File: config.mk
export PLATFORM = sky130hd
export DESIGN_NAME = biphase_stim_seq
export DESIGN_NICKNAME = d
export VERILOG_FILES = /design/src/rtl/stim_seq_pkg.sv /design/src/rtl/sq_phase_ctrl.sv /design/src/rtl/sq_drive_out.sv /design/src/rtl/sq_elec_steer.sv /design/src/rtl/biphase_stim_seq.sv
export SDC_FILE = /design/constraint.sdc
export NUM_CORES = 1
export LEC_CHECK = 0
export BUFFER_PORTS_ARGS = -buffer_cell sky130_fd_sc_hd__clkbuf_2
export CAP_MARGIN = 20
export CORE_MARGIN = 2
export CORE_UTILIZATION = 45
export CTS_CLUSTER_SIZE = 8
export DETAILED_ROUTE_END_ITERATION = 7
export PLACE_DENSITY = 0.67
export SLEW_MARGIN = 15
export SYNTH_ARGS = -nofsm -noshare
export SYNTH_HDL_FRONTEND = slang
export SYNTH_SLANG_ARGS = --single-unit
File: constraint.sdc
create_clock -name clk -period 5.4 [get_ports clk]
set_input_delay 1.08 -clock clk [delete_from_list [all_inputs] [get_ports clk]]
set_output_delay 1.08 -clock clk [all_outputs]
set_load 0.1 [all_outputs]
File: src/rtl/stim_seq_pkg.sv
package stim_seq_pkg;
  typedef enum logic [2:0] {
    PH_IDLE  = 3'd0,
    PH_START = 3'd1,
    PH_LEAD  = 3'd2,
    PH_GAP   = 3'd3,
    PH_COMP  = 3'd4,
    PH_GND   = 3'd5,
    PH_REST  = 3'd6
  } phase_t;
  localparam int NPH = 5; // phases with a programmable length
endpackage

File: src/rtl/sq_phase_ctrl.sv
module sq_phase_ctrl
  import stim_seq_pkg::*;
#(
  parameter int TW = 16,
  parameter int PW = 28,
  parameter int AW = 8
) (
  input  logic              clk,
  input  logic              rst,
  input  logic              run_i,
  input  logic [NPH*TW-1:0] lens_i,
  input  logic [PW-1:0]     per_i,
  input  logic              imp_i,
  input  logic              pol_i,
  input  logic [AW-1:0]     amp_i,
  output phase_t            st_q,
  output phase_t            st_d,
  output logic              launch,
  output logic              last,
  output logic              imp_q,
  output logic              pol_u,
  output logic [AW-1:0]     amp_u
);
  localparam int LW = NPH * TW;

  logic [LW-1:0] lens_q, lens_u;
  logic [PW-1:0] per_q, pc_q, per_m1;
  logic [TW-1:0] cnt_q, len_d;
  logic          pol_q, per_done, enter;
  logic [AW-1:0] amp_q;
  logic [2:0]    nxt_idx;

  function automatic logic [TW-1:0] plen(phase_t p, logic [LW-1:0] l);
    case (p)
      PH_START: plen = l[0*TW +: TW];
      PH_LEAD:  plen = l[1*TW +: TW];
      PH_GAP:   plen = l[2*TW +: TW];
      PH_COMP:  plen = l[3*TW +: TW];
      PH_GND:   plen = l[4*TW +: TW];
      default:  plen = '0;
    endcase
  endfunction

  // first phase at or after index 'from' with a non-zero length
  function automatic phase_t seek(logic [2:0] from, logic [LW-1:0] l);
    seek = PH_REST;
    for (int i = NPH; i >= 1; i--) begin
      if (i >= int'(from) && l[(i-1)*TW +: TW] != '0) seek = phase_t'(3'(i));
    end
  endfunction

  assign per_m1   = (per_q == '0) ? '0 : per_q - 1'b1;
  assign per_done = (pc_q >= per_m1);
  assign last     = (cnt_q == '0);
  assign nxt_idx  = st_q + 3'd1;

  always_comb begin
    st_d   = st_q;
    launch = 1'b0;
    case (st_q)
      PH_IDLE: if (run_i) launch = 1'b1;
      PH_REST: begin
        if (!run_i)        st_d   = PH_IDLE;
        else if (per_done) launch = 1'b1;
      end
      default: begin
        if (last) begin
          st_d = seek(nxt_idx, lens_q);
          if (st_d == PH_REST) begin
            if (!run_i)        st_d   = PH_IDLE;
            else if (per_done) launch = 1'b1;
          end
        end
      end
    endcase
    if (launch) st_d = seek(3'd1, lens_i);
  end

  assign lens_u = launch ? lens_i : lens_q;
  assign pol_u  = launch ? pol_i  : pol_q;
  assign amp_u  = launch ? amp_i  : amp_q;
  assign enter  = launch || (st_d != st_q);
  assign len_d  = plen(st_d, lens_u);

  always_ff @(posedge clk) begin
    if (rst) begin
      st_q   <= PH_IDLE;
      cnt_q  <= '0;
      pc_q   <= '0;
      lens_q <= '0;
      per_q  <= '0;
      imp_q  <= 1'b0;
      pol_q  <= 1'b0;
      amp_q  <= '0;
    end else begin
      st_q <= st_d;
      if (launch) begin
        lens_q <= lens_i;
        per_q  <= per_i;
        imp_q  <= imp_i;
        pol_q  <= pol_i;
        amp_q  <= amp_i;
      end
      if (enter)            cnt_q <= (len_d == '0) ? '0 : len_d - 1'b1;
      else if (cnt_q != '0) cnt_q <= cnt_q - 1'b1;
      if (launch)           pc_q  <= '0;
      else if (pc_q != '1)  pc_q  <= pc_q + 1'b1;
    end
  end
endmodule

File: src/rtl/sq_drive_out.sv
module sq_drive_out
  import stim_seq_pkg::*;
#(
  parameter int AW = 8
) (
  input  logic          clk,
  input  logic          rst,
  input  phase_t        st_q,
  input  phase_t        st_d,
  input  logic          launch,
  input  logic          last,
  input  logic          imp_q,
  input  logic          pol_u,
  input  logic [AW-1:0] amp_u,
  output logic          drv_en,
  output logic          drv_pos,
  output logic [AW-1:0] drv_amp,
  output logic          gnd_sw,
  output logic          onset,
  output logic          smp_v0,
  output logic          smp_v1,
  output logic          smp_v2
);
  logic drive_d, fired_q;

  assign drive_d = (st_d == PH_LEAD) || (st_d == PH_COMP);

  always_ff @(posedge clk) begin
    if (rst) begin
      drv_en  <= 1'b0;
      drv_pos <= 1'b0;
      drv_amp <= '0;
      gnd_sw  <= 1'b0;
      onset   <= 1'b0;
      fired_q <= 1'b0;
      smp_v0  <= 1'b0;
      smp_v1  <= 1'b0;
      smp_v2  <= 1'b0;
    end else begin
      drv_en  <= drive_d;
      drv_pos <= (st_d == PH_LEAD) ? pol_u : ((st_d == PH_COMP) ? ~pol_u : 1'b0);
      drv_amp <= drive_d ? amp_u : '0;
      gnd_sw  <= (st_d == PH_GND);
      onset   <= drive_d && (launch || !fired_q);
      fired_q <= launch ? drive_d : (fired_q || drive_d);
      smp_v0  <= onset && imp_q;
      smp_v1  <= imp_q && (st_q == PH_LEAD) && last;
      smp_v2  <= imp_q && (st_q == PH_GAP) && last;
    end
  end
endmodule

File: src/rtl/sq_elec_steer.sv
module sq_elec_steer #(
  parameter int NE = 4,
  localparam int SW = (NE > 1) ? $clog2(NE) : 1
) (
  input  logic          clk,
  input  logic          rst,
  input  logic          idle,
  input  logic [SW-1:0] idx,
  output logic [NE-1:0] sel
);
  localparam logic [NE-1:0] ONE = {{(NE-1){1'b0}}, 1'b1};

  always_ff @(posedge clk) begin
    if (rst)       sel <= ONE;
    else if (idle) sel <= ONE << idx;
  end
endmodule

File: src/rtl/biphase_stim_seq.sv
module biphase_stim_seq
  import stim_seq_pkg::*;
#(
  parameter int TW = 16,
  parameter int PW = 28,
  parameter int AW = 8,
  parameter int NE = 4,
  localparam int SW = (NE > 1) ? $clog2(NE) : 1
) (
  input  logic          clk,
  input  logic          rst,
  input  logic          run,
  input  logic [TW-1:0] t_start,
  input  logic [TW-1:0] t_lead,
  input  logic [TW-1:0] t_gap,
  input  logic [TW-1:0] t_comp,
  input  logic [TW-1:0] t_gnd,
  input  logic [PW-1:0] t_period,
  input  logic          imp_mode,
  input  logic          lead_pol,
  input  logic [AW-1:0] amp,
  input  logic [SW-1:0] elec_idx,
  output logic          drv_en,
  output logic          drv_pos,
  output logic [AW-1:0] drv_amp,
  output logic          gnd_sw,
  output logic          onset,
  output logic          smp_v0,
  output logic          smp_v1,
  output logic          smp_v2,
  output logic [NE-1:0] elec_sel
);
  phase_t        st_cur, st_nxt;
  logic          launch, last, imp_q, pol_u;
  logic [AW-1:0] amp_u;

  sq_phase_ctrl #(.TW(TW), .PW(PW), .AW(AW)) u_ctrl (
    .clk(clk), .rst(rst), .run_i(run),
    .lens_i({t_gnd, t_comp, t_gap, t_lead, t_start}),
    .per_i(t_period), .imp_i(imp_mode), .pol_i(lead_pol), .amp_i(amp),
    .st_q(st_cur), .st_d(st_nxt), .launch(launch), .last(last),
    .imp_q(imp_q), .pol_u(pol_u), .amp_u(amp_u)
  );

  sq_drive_out #(.AW(AW)) u_out (
    .clk(clk), .rst(rst), .st_q(st_cur), .st_d(st_nxt), .launch(launch),
    .last(last), .imp_q(imp_q), .pol_u(pol_u), .amp_u(amp_u),
    .drv_en(drv_en), .drv_pos(drv_pos), .drv_amp(drv_amp), .gnd_sw(gnd_sw),
    .onset(onset), .smp_v0(smp_v0), .smp_v1(smp_v1), .smp_v2(smp_v2)
  );

  sq_elec_steer #(.NE(NE)) u_sel (
    .clk(clk), .rst(rst), .idle(st_cur == PH_IDLE), .idx(elec_idx), .sel(elec_sel)
  );
endmodule

==> impl_metrics.tcl, run 1 <==
set metrics [dict create \
    wl_per_cell_um 19.40 \
    vias_per_cell 5.769 \
    cts.clk_slew.worst_paths_ns 0.08 \
    holdPathStages 2 \
    dr.first_iter.drc_count 853 \
    die_h_um 158.6 \
    drc 0 \
    wl_um 38150 \
    dp_slack_ns -0.3077 \
    htreeDepth 4 \
    vias 11340 \
    start_util_pct 45.84 \
    grt_first_pass_wirelength_um 58200 \
    worst_pin_slew_ns 0.9371 \
    r2r-end "u_ctrl.cnt_q[10]$_SDFFE_PP0P_" \
    cap_viol_max_count 0 \
    synth_edf_count 0 \
    hold_viol 0 \
    fin_crit_ns 5.494 \
    slew_violations 0 \
    fin_util_pct 60.36 \
    yosysSeqAreaShare_pct 34.42 \
    final_cell_area_um2 14170 \
    place_hpwl_um 29050 \
    clk_path_buf_depth 2 \
    cts_made_buffers 17 \
    dr.pass1.iters 5 \
    holdPathEnd "u_ctrl.imp_q$_SDFFE_PP0N_" \
    regToRegSetupSlack_ns -0.09 \
    cp-start-kind "flop" \
    fmax_ghz 0.1820 \
    syn2layout_area_growth_pct 31.68 \
    cts_root_buffer "clkbuf_16" \
    rows 56 \
    setup_tns_ns -1.034 \
    power-per-cell-area_nw_per_um2 379.1 \
    drive_above_1_share_pct 28.54 \
    min_from "u_ctrl.imp_q$_SDFFE_PP0N_" \
    cp.required_ns 5.71 \
    setup_violations 16 \
    place.gp.congestion 1.004 \
    cp-end-kind "flop" \
    async_flop_share_pct 0 \
    antenna_cells 0 \
    fin_skew_ns 0.01577 \
    yosys_warnings 0 \
    max-vdd-ir-drop_v 0.0001781 \
    grt_max_degree 83 \
    die-width_um 158.6 \
    numClockSinks 185 \
    min_period_over_period_pct 101.7 \
    clock_latency_ns 0.44 \
    finalWorstSetupSlack_ns -0.09370 \
    synth_cell_types 87 \
    io_buffers 141 \
    antenna_found_initial 0 \
    ff2ff_path_depth 26 \
    die-area_um2 25160 \
    yosys_most_used_dff "dfxtp_1" \
    outcome "finished with violations" \
    rsz0062_at_grt "true" \
    io_pins 142 \
    drt.antenna.violating_nets 0 \
    slew_headroom_pct 37.53 \
    synth-seq-cells 185 \
    power.leakage_nw 5.879 \
    hold_path.class "reg -> reg" \
    overflow 0 \
    avgSynthCellArea_um2 7.819 \
    failed_checks "negative setup slack" \
    worstPathMaxFanout 7 \
    crit_type "reg -> reg" \
    grt_pass1_vias 10660 \
    final_common_cell "nand2_1" \
    mostFrequentLayoutCells "nand2_1, dfxtp_1, buf_4" \
    r2r_start "u_ctrl.per_q[4]$_SDFFE_PP0N_" \
    synthCells 1376 \
    dpl_cell_area_um2 12690 \
    arrival_ns 5.80 \
    syn-num-nets 1539 \
    track_usage_pct 30.09 \
    ctsHoldBuffers 0 \
    nets 1797 \
    cts_tree "yes" \
    core_area_um2 23470 \
    synth_area_um2 10760 \
]
==> layout make-up <==
class	instances	area, um^2
Clock inverter	11	115.1
Timing Repair Buffer	312	2151
Sequential cell	185	3705
Fill cell	2140	9305
Inverter	18	67.56
Clock buffer	21	460.4
Tap cell	319	399.1
Multi-Input combinational cell	1100	7269
==> synthesized netlist by cell type (11+ instances only) <==
| library cell | count | area (um^2) |
|---|---|---|
| xor2_1 | 39 | 341.6 |
| clkbuf_1 | 49 | 183.9 |
| o21ai_0 | 24 | 120.1 |
| inv_1 | 18 | 67.56 |
| nand3_1 | 43 | 215.2 |
| a21oi_1 | 152 | 760.7 |
| dfxtp_1 | 185 | 3704 |
| ha_1 | 40 | 500.5 |
| o22ai_1 | 16 | 100.1 |
| mux2i_1 | 48 | 480.5 |
| nand2_1 | 303 | 1137 |
| nor2_1 | 97 | 364.1 |
| nor4_1 | 54 | 337.8 |
| xnor2_1 | 30 | 262.8 |
| nor2b_1 | 15 | 93.84 |
| nand4_1 | 28 | 175.2 |
| nor3_1 | 28 | 140.1 |
| or3_1 | 11 | 68.82 |
==> flip-flops by register name (all words and copies together) (netlist names), 3 cells and up <==
| register | cells |
|---|---|
| u_ctrl.amp_q | 8 |
| u_ctrl.cnt_q | 16 |
| u_ctrl.lens_q | 80 |
| u_ctrl.pc_q | 28 |
| u_ctrl.per_q | 28 |
| u_ctrl.st_q | 3 |
| u_out.drv_amp | 8 |
| u_sel.sel | 4 |
==> power breakdown <==
part,leakage [nW],internal (mW),switching (mW)
Clock,0.274,0.671,0.593
Sequential,1.51,1.52,0.144
Combinational,4.09,1.11,1.33
Total,5.88,3.30,2.07
==> worst max-delay path: stages (launching register included) <==
cell	delay, ns
dfxtp_2	0.33
or4_4	0.53
or2_4	0.28
nor2_4	0.09
nand2_2	0.09
or2_4	0.30
nor3_4	0.12
xor2_1	0.17
nand2_1	0.11
ha_4	0.25
nand4_1	0.11
buf_6	0.14
buf_4	0.11
nor4_4	0.03
a22oi_1	0.17
nand2_1	0.14
buf_4	0.16
o41a_1	0.42
o21ai_2	0.19
mux2i_1	0.30
a211oi_2	0.13
a311oi_2	0.29
buf_4	0.17
and4b_1	0.21
a21o_1	0.24
clkbuf_16	0.20
o22ai_2	0.07
==> metal layers <==
| layer | vias up | share of wire, % | global-route usage (%) |
|---|---|---|---|
| met4 | 0 | 3.8 | 11.80 |
| met5 | - | 0 | 0 |
| met1 | 5322 | 42 | 38.71 |
| met3 | 93 | 7.5 | 5.280 |
| met2 | 482 | 47 | 50.15 |
| li1 | 5444 | - | - |
==> worst max-delay path by stage <==
stage	from	end	slack [ns]	depth (start not counted)
floorplan	u_ctrl.per_q[4]$_SDFFE_PP0N_	u_ctrl.cnt_q[10]$_SDFFE_PP0P_	0.003	26
global placement	u_ctrl.per_q[4]$_SDFFE_PP0N_	u_ctrl.cnt_q[14]$_SDFFE_PP0P_	-0.16	26
detailed placement	u_ctrl.per_q[4]$_SDFFE_PP0N_	u_ctrl.cnt_q[6]$_SDFFE_PP0P_	-0.31	25
CTS	u_ctrl.per_q[4]$_SDFFE_PP0N_	u_ctrl.cnt_q[15]$_SDFFE_PP0P_	-0.02	24
global route	u_ctrl.per_q[4]$_SDFFE_PP0N_	u_ctrl.cnt_q[15]$_SDFFE_PP0P_	-0.29	26
finish	u_ctrl.per_q[4]$_SDFFE_PP0N_	u_ctrl.cnt_q[10]$_SDFFE_PP0P_	-0.09	26
==> stage by stage <==
step	instances	total power, mW	hold WS [ns]
after floorplan	1376	2.953	0.4318
after global placement	1907	3.640	0.4416
after detailed placement	1907	3.670	0.4480
after CTS	1951	5.060	0.4595
after global routing	1966	5.631	0.4745
final	1966	5.370	0.4555
==> repair_timing <==
item                       4_1_cts  5_1_grt
gates cloned                     0        2
pin swaps                       24       48
buffers inserted                12       14
setup endpoints to repair       16       16
resized for setup               51       78
==> cells by family after synthesis <==
| family | after synthesis | share of synthesized area [%] |
|---|---|---|
| buf+inv | 91 | 4.070 |
| fa+ha+maj | 40 | 4.652 |
| flops | 185 | 34.42 |
| mux | 58 | 5.722 |
| xor+xnor | 69 | 5.617 |
| simple gates | 637 | 27.89 |
| compound gates | 296 | 17.63 |
No activity file was read; power rests on OpenSTA's default activity.
==> run 2, diff against run 1 <==
- CORE_MARGIN: 2 -> unset
- CORE_UTILIZATION: 45 -> 25
- PLACE_DENSITY: 0.67 -> unset
==> run 2 against run 1 <==
  * The run still ends with negative setup slack left
  * Critical path type unchanged
  * Die area grew 74%
  * Total power grew 0.74%
  * Sequential share of layout area shrank 0.42 points
  * Utilization shrank 26 points
  * Global-route usage shrank 11 points
  * Clock power grew 8%
  * Combinational power shrank 2%
  * Via count grew 0.37%
  * Non-clock buffer count grew 9
  * Design area grew 1.6%
  * Critical path depth shrank 3
==> impl_metrics.tcl, run 2 (synthesis gave the netlist of run 1 again) <==
set metrics [dict create \
    outcome "finished with violations" \
    failed_checks "negative setup slack" \
    hold_path.class "reg -> reg" \
    drc 0 \
    fin_util_pct 34.10 \
    fin_skew_ns 0.01864 \
    min_period_over_period_pct 102.0 \
    drive_above_1_share_pct 27.82 \
    cts_root_buffer "clkbuf_16" \
    die_h_um 209.5 \
    critPathBufInv 2 \
    largestRegisters "u_ctrl.lens_q: 80 flops, u_ctrl.pc_q: 28 flops, u_ctrl.per_q: 28 flops" \
    final_common_cell "nand2_1" \
    slew_headroom_pct 40.34 \
    track_usage_pct 18.94 \
    top_register "u_ctrl.lens_q" \
    ctsHoldBuffers 0 \
    setup_tns_ns -1.096 \
    placedCellCount 2132 \
    start_util_pct 25.48 \
    finalWorstSetupSlack_ns -0.1103 \
    overflow 0 \
    power.leakage_nw 5.899 \
    vias 11380 \
    dpl_cell_area_um2 13040 \
    crit_path_top_delay_cell "or4_4" \
    cts_made_buffers 17 \
    cts.clk_slew.worst_paths_ns 0.07 \
    worstPathMaxFanout 8 \
    clock_latency_ns 0.47 \
    rsz0062_at_grt "true" \
    final_cell_count_no_fill 2197 \
    numClockSinks 185 \
    dp_slack_ns -0.5162 \
    power_mw 5.410 \
    io_buffers 141 \
    clk_path_buf_depth 2 \
    antenna_found_initial 0 \
    cp-end-kind "flop" \
    cp_cell_sequence "or4_4 > or2_4 > nor2_4 > nand2_2 > or2_4 > nor2_1 > xor2_1 > nand2_1 > ha_1 > a21oi_1 > o21ai_0 > buf_4 > a22oi_1 > nand2_1 > o41ai_4 > buf_4 > a211o_1 > mux2_2 > o311ai_4 > nor3_1 > and4b_2 > a21o_4 > o22ai_1" \
    rows 75 \
    syn2layout_area_growth_pct 33.84 \
    largest_reg_flops 80 \
    cp-start-kind "flop" \
    die-width_um 209.5 \
    cts_tree "yes" \
    io_pins 142 \
    cp.required_ns 5.79 \
    dr.first_iter.drc_count 869 \
    cpLargestDelayFamily "simple AND/OR/NAND/NOR gates" \
    wl_um 41900 \
    place_hpwl_um 32200 \
    grt_pass1_vias 10920 \
    final_cell_area_um2 14400 \
    max-vdd-ir-drop_v 0.0001718 \
    dr.pass1.iters 5 \
    place.gp.congestion 0.9378 \
    nets 1807 \
    fin_crit_ns 5.510 \
    hold_viol 0 \
    critPathMaxStageDelay_ns 0.54 \
    grt_first_pass_wirelength_um 63290 \
    fmax_ghz 0.1815 \
    slew_violations 0 \
    holdWs_ns 0.4560 \
    cap_viol_max_count 0 \
    arrival_ns 5.90 \
    power-per-cell-area_nw_per_um2 375.7 \
    core_area_um2 42230 \
    die-area_um2 43870 \
    drt.antenna.violating_nets 0 \
    mostFrequentLayoutCells "nand2_1, dfxtp_1, buf_4" \
    worst_pin_slew_ns 0.8948 \
    setup_violations 15 \
    grt_max_degree 72 \
    htreeDepth 4 \
    vias_per_cell 5.181 \
    wl_per_cell_um 19.07 \
    crit_type "reg -> reg" \
]
-- run 2: cell count changes in the layout (fill, tap and decap cells not counted), sizes merged --
cell | previous run | this run
a21o | 5 | 6
bufbuf | 0 | 1
bufinv | 1 | 3
buf | 170 | 180
clkinv | 4 | 2
inv | 21 | 23
clkinvlp | 3 | 5
clkbuf | 163 | 157
diode | 0 | 1
-- run 2: power by group --
group          total, mW  switching (mW)  leakage [nW]  internal [mW]
Combinational       2.38            1.30          4.10           1.08
Clock               1.36           0.625         0.286          0.738
Sequential          1.66           0.146          1.51           1.52
-- run 2: final timing paths --
path	cells past startpoint	slack (ns)	endpoint	startpoint
worst max register to register	23	-0.11	u_ctrl.cnt_q[4]$_SDFFE_PP0P_	u_ctrl.per_q[4]$_SDFFE_PP0N_
worst min-delay path	2	0.46	u_ctrl.amp_q[6]$_SDFF_PP0_	u_ctrl.amp_q[6]$_SDFF_PP0_
worst max-delay path	23	-0.11	u_ctrl.cnt_q[4]$_SDFFE_PP0P_	u_ctrl.per_q[4]$_SDFFE_PP0N_
worst min register to register	2	0.46	u_ctrl.amp_q[6]$_SDFF_PP0_	u_ctrl.amp_q[6]$_SDFF_PP0_
-- run 2: cell type report --
type                       count  area [um^2]
fill                        4468        27830
multi-input combinational   1101         7106
sequential                   185         3705
timing repair buffer         321         2230
tap                          539        674.4
clock buffer                  17        425.4
clock inverter                15        190.2
inverter                      18        67.56
antenna                        1        2.502
-- run 2: what timing repair did --
item                       4_1_cts  5_1_grt
setup buffers                   25        6
resized for setup               56       30
pin swaps                       23       19
gates cloned                     3        0
setup endpoints to repair       16       16
-- run 2: per-layer routing --
layer | global-route usage [%] | wire length [um]
met1 | 24.79 | 18610
met5 | 0 | 0
met3 | 3.876 | 2706
met2 | 30.40 | 19280
met4 | 7.576 | 1297
-- run 2: tightest hold or removal path, stage by stage (launching register included) --
cell and delay [ns]:
dfxtp_1 0.30, nand2_1 0.04, a21oi_1 0.06
